==> src/rtl/mlk_pkg.sv <==
package mlk_pkg;
  localparam int unsigned KEY_W_D = 64;
  localparam int unsigned FN_W_D  = 22;
  localparam int unsigned MIX_N_D = 100;
  localparam int unsigned KS_N_D  = 228;

  typedef enum logic [2:0] {
    PH_IDLE, PH_KEY, PH_FRM, PH_MIX, PH_OUT
  } phase_e;
endpackage

==> src/rtl/mlk_lfsr.sv <==
module mlk_lfsr #(
  parameter int unsigned     LEN     = 19,
  parameter logic [LEN-1:0]  TAPS    = '0,
  parameter int unsigned     CLK_POS = 8
) (
  input  logic clk_i,
  input  logic rst_ni,
  input  logic clr_i,
  input  logic step_i,
  input  logic in_bit_i,
  output logic clk_bit_o,
  output logic msb_o
);
  logic [LEN-1:0] st_q;
  logic           fb;

  assign fb        = (^(st_q & TAPS)) ^ in_bit_i;
  assign clk_bit_o = st_q[CLK_POS];
  assign msb_o     = st_q[LEN-1];

  always_ff @(posedge clk_i or negedge rst_ni) begin
    if (!rst_ni)     st_q <= '0;
    else if (clr_i)  st_q <= '0;
    else if (step_i) st_q <= {st_q[LEN-2:0], fb};
  end
endmodule

==> src/rtl/mlk_maj.sv <==
module mlk_maj (
  input  logic [2:0] cbit_i,
  output logic [2:0] en_o
);
  logic maj;
  assign maj = (cbit_i[0] & cbit_i[1]) | (cbit_i[0] & cbit_i[2]) | (cbit_i[1] & cbit_i[2]);

  for (genvar i = 0; i < 3; i++) begin : g_en
    assign en_o[i] = (cbit_i[i] == maj);
  end
endmodule

==> src/rtl/mlk_seq.sv <==
module mlk_seq
  import mlk_pkg::*;
#(
  parameter int unsigned KEY_W = KEY_W_D,
  parameter int unsigned FN_W  = FN_W_D,
  parameter int unsigned MIX_N = MIX_N_D,
  parameter int unsigned KS_N  = KS_N_D,
  parameter int unsigned CNT_W = $clog2(KEY_W + FN_W + MIX_N + KS_N)
) (
  input  logic             clk_i,
  input  logic             rst_ni,
  input  logic             start_i,
  input  logic [KEY_W-1:0] key_i,
  input  logic [FN_W-1:0]  frame_i,
  output phase_e           phase_o,
  output logic [CNT_W-1:0] cnt_o,
  output logic             in_bit_o,
  output logic             clr_o,
  output logic             done_o
);
  phase_e           phase_q;
  logic [CNT_W-1:0] cnt_q;
  logic [KEY_W-1:0] key_q;
  logic [FN_W-1:0]  frm_q;
  logic             done_q;

  always_ff @(posedge clk_i or negedge rst_ni) begin
    if (!rst_ni) begin
      phase_q <= PH_IDLE;
      cnt_q   <= '0;
      key_q   <= '0;
      frm_q   <= '0;
      done_q  <= 1'b0;
    end else begin
      done_q <= 1'b0;
      unique case (phase_q)
        PH_IDLE: if (start_i) begin
          key_q   <= key_i;
          frm_q   <= frame_i;
          cnt_q   <= '0;
          phase_q <= PH_KEY;
        end
        PH_KEY: begin
          key_q <= key_q >> 1;  // LSB first
          if (cnt_q == CNT_W'(KEY_W - 1)) begin
            cnt_q <= '0; phase_q <= PH_FRM;
          end else cnt_q <= cnt_q + 1'b1;
        end
        PH_FRM: begin
          frm_q <= frm_q >> 1;
          if (cnt_q == CNT_W'(FN_W - 1)) begin
            cnt_q <= '0; phase_q <= PH_MIX;
          end else cnt_q <= cnt_q + 1'b1;
        end
        PH_MIX: begin
          if (cnt_q == CNT_W'(MIX_N - 1)) begin
            cnt_q <= '0; phase_q <= PH_OUT;
          end else cnt_q <= cnt_q + 1'b1;
        end
        PH_OUT: begin
          if (cnt_q == CNT_W'(KS_N - 1)) begin
            cnt_q <= '0; phase_q <= PH_IDLE; done_q <= 1'b1;
          end else cnt_q <= cnt_q + 1'b1;
        end
        default: phase_q <= PH_IDLE;
      endcase
    end
  end

  assign phase_o  = phase_q;
  assign cnt_o    = cnt_q;
  assign clr_o    = (phase_q == PH_IDLE) && start_i;
  assign in_bit_o = (phase_q == PH_KEY) ? key_q[0] :
                    (phase_q == PH_FRM) ? frm_q[0] : 1'b0;
  assign done_o   = done_q;
endmodule

==> src/rtl/maj_lfsr_ks.sv <==
module maj_lfsr_ks
  import mlk_pkg::*;
#(
  parameter int unsigned KEY_W = KEY_W_D,
  parameter int unsigned FN_W  = FN_W_D,
  parameter int unsigned MIX_N = MIX_N_D,
  parameter int unsigned KS_N  = KS_N_D
) (
  input  logic             clk_i,
  input  logic             rst_ni,
  input  logic             start_i,
  input  logic [KEY_W-1:0] key_i,
  input  logic [FN_W-1:0]  frame_i,
  input  logic             pt_i,
  output logic             busy_o,
  output logic             ks_valid_o,
  output logic             ks_o,
  output logic             ks_dir_o,
  output logic             ct_o,
  output logic             done_o
);
  localparam int unsigned CNT_W = $clog2(KEY_W + FN_W + MIX_N + KS_N);
  localparam int unsigned HALF  = KS_N / 2;

  phase_e           phase;
  logic [CNT_W-1:0] cnt;
  logic             in_bit, clr;
  logic             load_ph, maj_ph;
  logic [2:0]       cbit, msb, maj_en, step_en;
  logic             ks_raw;

  mlk_seq #(.KEY_W(KEY_W), .FN_W(FN_W), .MIX_N(MIX_N), .KS_N(KS_N), .CNT_W(CNT_W)) u_seq (
    .clk_i, .rst_ni, .start_i, .key_i, .frame_i,
    .phase_o(phase), .cnt_o(cnt), .in_bit_o(in_bit), .clr_o(clr), .done_o(done_o)
  );

  assign load_ph = (phase == PH_KEY) || (phase == PH_FRM);
  assign maj_ph  = (phase == PH_MIX) || (phase == PH_OUT);
  assign step_en = {3{load_ph}} | ({3{maj_ph}} & maj_en);

  mlk_lfsr #(.LEN(19), .TAPS(19'h72000), .CLK_POS(8)) u_r0 (
    .clk_i, .rst_ni, .clr_i(clr), .step_i(step_en[0]), .in_bit_i(in_bit),
    .clk_bit_o(cbit[0]), .msb_o(msb[0]));
  mlk_lfsr #(.LEN(22), .TAPS(22'h300000), .CLK_POS(10)) u_r1 (
    .clk_i, .rst_ni, .clr_i(clr), .step_i(step_en[1]), .in_bit_i(in_bit),
    .clk_bit_o(cbit[1]), .msb_o(msb[1]));
  mlk_lfsr #(.LEN(23), .TAPS(23'h700080), .CLK_POS(10)) u_r2 (
    .clk_i, .rst_ni, .clr_i(clr), .step_i(step_en[2]), .in_bit_i(in_bit),
    .clk_bit_o(cbit[2]), .msb_o(msb[2]));

  mlk_maj u_maj (.cbit_i(cbit), .en_o(maj_en));

  assign ks_raw     = ^msb;
  assign busy_o     = (phase != PH_IDLE);
  assign ks_valid_o = (phase == PH_OUT);
  assign ks_o       = ks_valid_o & ks_raw;
  assign ks_dir_o   = ks_valid_o && (cnt >= CNT_W'(HALF));
  assign ct_o       = ks_valid_o & (ks_raw ^ pt_i);
endmodule

==> config.mk <==
export PLATFORM = sky130hd
export DESIGN_NAME = maj_lfsr_ks
export DESIGN_NICKNAME = d
export VERILOG_FILES = /design/src/rtl/mlk_pkg.sv /design/src/rtl/mlk_lfsr.sv /design/src/rtl/mlk_maj.sv /design/src/rtl/mlk_seq.sv /design/src/rtl/maj_lfsr_ks.sv
export SDC_FILE = /design/constraint.sdc
export NUM_CORES = 1
export LEC_CHECK = 0
export CAP_MARGIN = 20
export CELL_PAD_IN_SITES_DETAIL_PLACEMENT = 1
export CELL_PAD_IN_SITES_GLOBAL_PLACEMENT = 1
export CORE_ASPECT_RATIO = 0.5
export CORE_UTILIZATION = 33
export CTS_CLUSTER_SIZE = 8
export DETAILED_ROUTE_END_ITERATION = 7
export DONT_BUFFER_PORTS = 1
export PLACE_DENSITY = 0.53
export SYNTH_ARGS = -nofsm -noshare
export SYNTH_HDL_FRONTEND = slang
export SYNTH_HIERARCHICAL = 1
export SYNTH_SLANG_ARGS = --single-unit
export TNS_END_PERCENT = 30
==> constraint.sdc <==
create_clock -name clk_i -period 5.35 [get_ports clk_i]
set_clock_uncertainty 0.15 [all_clocks]
set_input_delay 1.07 -clock clk_i [delete_from_list [all_inputs] [get_ports clk_i]]
set_output_delay 1.07 -clock clk_i [all_outputs]
set_load 0.005 [all_outputs]
==> results.yml <==
timing:
  worstMarginPinSlew_ns: 0.8070
  rsz0062_at_grt: "no"
  worst_slack_ns: 2.495
  slew_headroom_pct: 46.20
  setup_tns_ns: 0
  max_freq_ghz: 0.3502
  fin_crit_ns: 2.855
  finalSetupViolCount: 0
  fin_crit_sh_pct: 53.37
  slew_violations: 0
  finalHoldViolations: 0
floorplanning:
  die_h_um: 109.5
  die_w_um: 217.0
  fp.coreArea_um2: 22160
  fp.dieArea_um2: 23750
  ios: 96
  initial_core_util_pct: 34.41
  rows: 38
synthesis:
  synth-main-ff-cell: "dfrtp_1"
  synth_seq_cells: 163
  async_flop_share_pct: 100.0
  yosys_warnings: 6
  synth_edf_count: 0
  seq_area_frac_synth_pct: 53.50
  syn_inst: 719
  postSynthAreaPerCell_um2: 10.60
  synthDistinctLibCells: 47
  syn_nets: 811
  syn-cell-area_um2: 7625
setup_path:
  required_ns: 4.13
  worstReg2RegStart: "u_seq/phase_o[0]"
  worstPathCellList: "xnor3_1, xor2_1, nor2_1"
  reg2reg_depth: 5
  crit_fanout: 3
  r2r_end: "u_r0/st_q[0]"
  cp.arrival_ns: 1.64
  max_stage_delay_ns: 0.51
  regToRegSetupSlack_ns: 2.64
  crit_type: "flip-flop to primary output"
  cp_top_family: "XOR/XNOR gates"
  crit_start: "u_r1/st_q[21]"
  end_kind: "primary output"
  start_kind: "flip-flop"
  cp_num_buf_inv: 0
  slowest_stage: "xnor3_1"
layout:
  postLayoutCoreUtil_pct: 38.28
  final_common_cell: "dfrtp_1"
  syn_to_final_growth_pct: 11.22
  ff_latch_area_um2: 4079
  drive_gt1_share_pct: 7.552
  fin_nets: 794
  multiInputGateArea_um2: 3332
  antennaDiodeCount: 0
  fillers: 2467
  final_cell_mix: "dfrtp_1 (163), mux2i_1 (148), nand2_1 (106)"
  postLayoutCellArea_um2: 8481
global_routing:
  grt_pass1_wl_um: 28010
  grt_start_max_net_pins: 164
  antenna_found_initial: 0
  overflow: 0
  grt_use_total_pct: 15.25
  grt_pass1_vias: 5286
detailed_routing:
  num_vias: 4968
  avgRoutedWirePerCell_um: 16.62
  firstDrtPassIters: 4
  totalWireLength_um: 16870
  drt_iter0_drc: 244
  vias_per_cell: 4.895
  drc: 0
  drtAntennaViolNets: 0
outcome:
  outcome: "completed"
job:
  maxCapViolCount: 0
pwr:
  seqPwrFrac_pct: 43.5
  combPwrFrac_pct: 26.9
  switchingPower_mw: 1.335
  leakagePower_nw: 3.736
  p_int_mw: 2.755
  power_density_nw_per_um2: 482.3
  switching_share_pct: 32.64
  peakVddDrop_mv: 0.2051
  power.share.clock_pct: 29.7
clock_tree:
  ctsResizeCount: 0
  cts-buffers-inserted: 17
  clock_sinks: 163
  ctsRootBufferMaster: "clkbuf_16"
  insertion_delay_ns: 0.43
  ctsHoldBuffers: 0
  clkTransAtPathRegs_ns: 0.06
  max-clock-path-buffers: 2
  htree_levels: 4
  cts_tree: "yes"
  post_cts_buffers: 0
placed_design:
  routabilityCongestion: 0.7466
  dp_hpwl_um: 10360
  dpl_worst_slack_ns: 2.256
  portBuffers: 0
  postPlaceCellArea_um2: 7881
worst_hold_path:
  hp-class: "input pin to asynchronous set/reset pin"
## power by group through the flow
stage / combinational, mW / clock [mW] / sequential [mW]
floorplan: 0.941 / 0 / 1.73
CTS: 1.10 / 1.26 / 1.78
global placement: 1.06 / 0 / 1.79
finish: 1.10 / 1.21 / 1.78
global route: 1.25 / 1.31 / 1.83
detailed placement: 1.10 / 0 / 1.80
## cell usage after synthesis (2+ instances only)
library cell  number  area [µm²]
o21ai_1           10       50.05
mux2i_1          148        1481
a221o_1            2       20.02
or2_2              2       12.51
nand4_1            2       12.51
nor3_1             3       15.01
ha_1               2       25.02
o21ai_0           86       430.4
xnor2_1            2       17.52
or3_1              2       12.51
nor3b_1            2       15.01
o211ai_1           4       30.03
buf_4              6       45.04
buf_2             13       65.06
dfrtp_1          163        4079
mux2_2             2       22.52
nor2b_1            8       50.05
nand3_1            4       20.02
nor2_1            81       304.0
a21oi_1            7       35.03
clkbuf_1          24       90.09
buf_6              2       22.52
nand2_1          106       397.9
xnor3_1            3       67.56
o22ai_1            3       18.77
nand2b_1           6       37.54
inv_1              6       22.52
## per-layer routing
metal,part of all wire (%),global-route usage (%)
met1,50,20.66
met2,44,22.71
met3,4.6,5.118
met4,1.2,5.382
met5,0,0
## stage by stage
step / hold slack (ns) / std cells / power, mW
finish: 0.1841 / 1015 / 4.090
global route: 0.1539 / 1015 / 4.380
CTS: 0.1538 / 1014 / 4.150
floorplan: 0.2992 / 719 / 2.669
global placement: 0.3110 / 982 / 2.857
detailed placement: 0.3193 / 982 / 2.900
## worst register-to-register path: stages, from the launching register on
cell,delay [ns]
dfrtp_1,0.59
nor4b_2,0.48
buf_4,0.71
nand2b_1,0.29
nor2_1,0.05
a221o_1,0.34
## logic make-up after synthesis
| group | share of synthesized area, % |
|---|---|
| DFF | 53.50 |
| and+or+nand+nor | 13.01 |
| muxes | 19.92 |
| adders and majority gates | 0.3281 |
| AOI/OAI and AO/OA | 8.484 |
| xor gates and xnor gates | 1.542 |
| buffers and inverters | 3.216 |
## worst max path at each step
stage / endpoint / slack [ns] / cells past startpoint
floorplan: u_r0/st_q[10] / 2.75 / 6
global placement: u_r2/st_q[0] / 2.34 / 5
detailed placement: u_r0/st_q[0] / 2.26 / 5
CTS: ks_dir_o / 2.42 / 3
global route: ks_dir_o / 2.37 / 3
finish: ct_o / 2.49 / 3
## state kept, by name (all words and copies together) (netlist names)
name	count
u_seq/phase_o	3
u_r0/st_q	19
u_seq/cnt_o	9
u_seq/frm_q	22
u_r2/st_q	23
u_seq/key_q	64
u_r1/st_q	22
u_seq/done_o	1
## area by class of cell
| type | instances | area share (%) |
|---|---|---|
| Clock inverter | 9 | 1.225 |
| Inverter | 6 | 0.2656 |
| Tap cell | 300 | 4.426 |
| Multi-Input combinational cell | 505 | 39.29 |
| Timing Repair Buffer | 9 | 1.180 |
| Clock buffer | 23 | 5.518 |
| Sequential cell | 163 | 48.10 |
(Power assumes the default switching activity.)
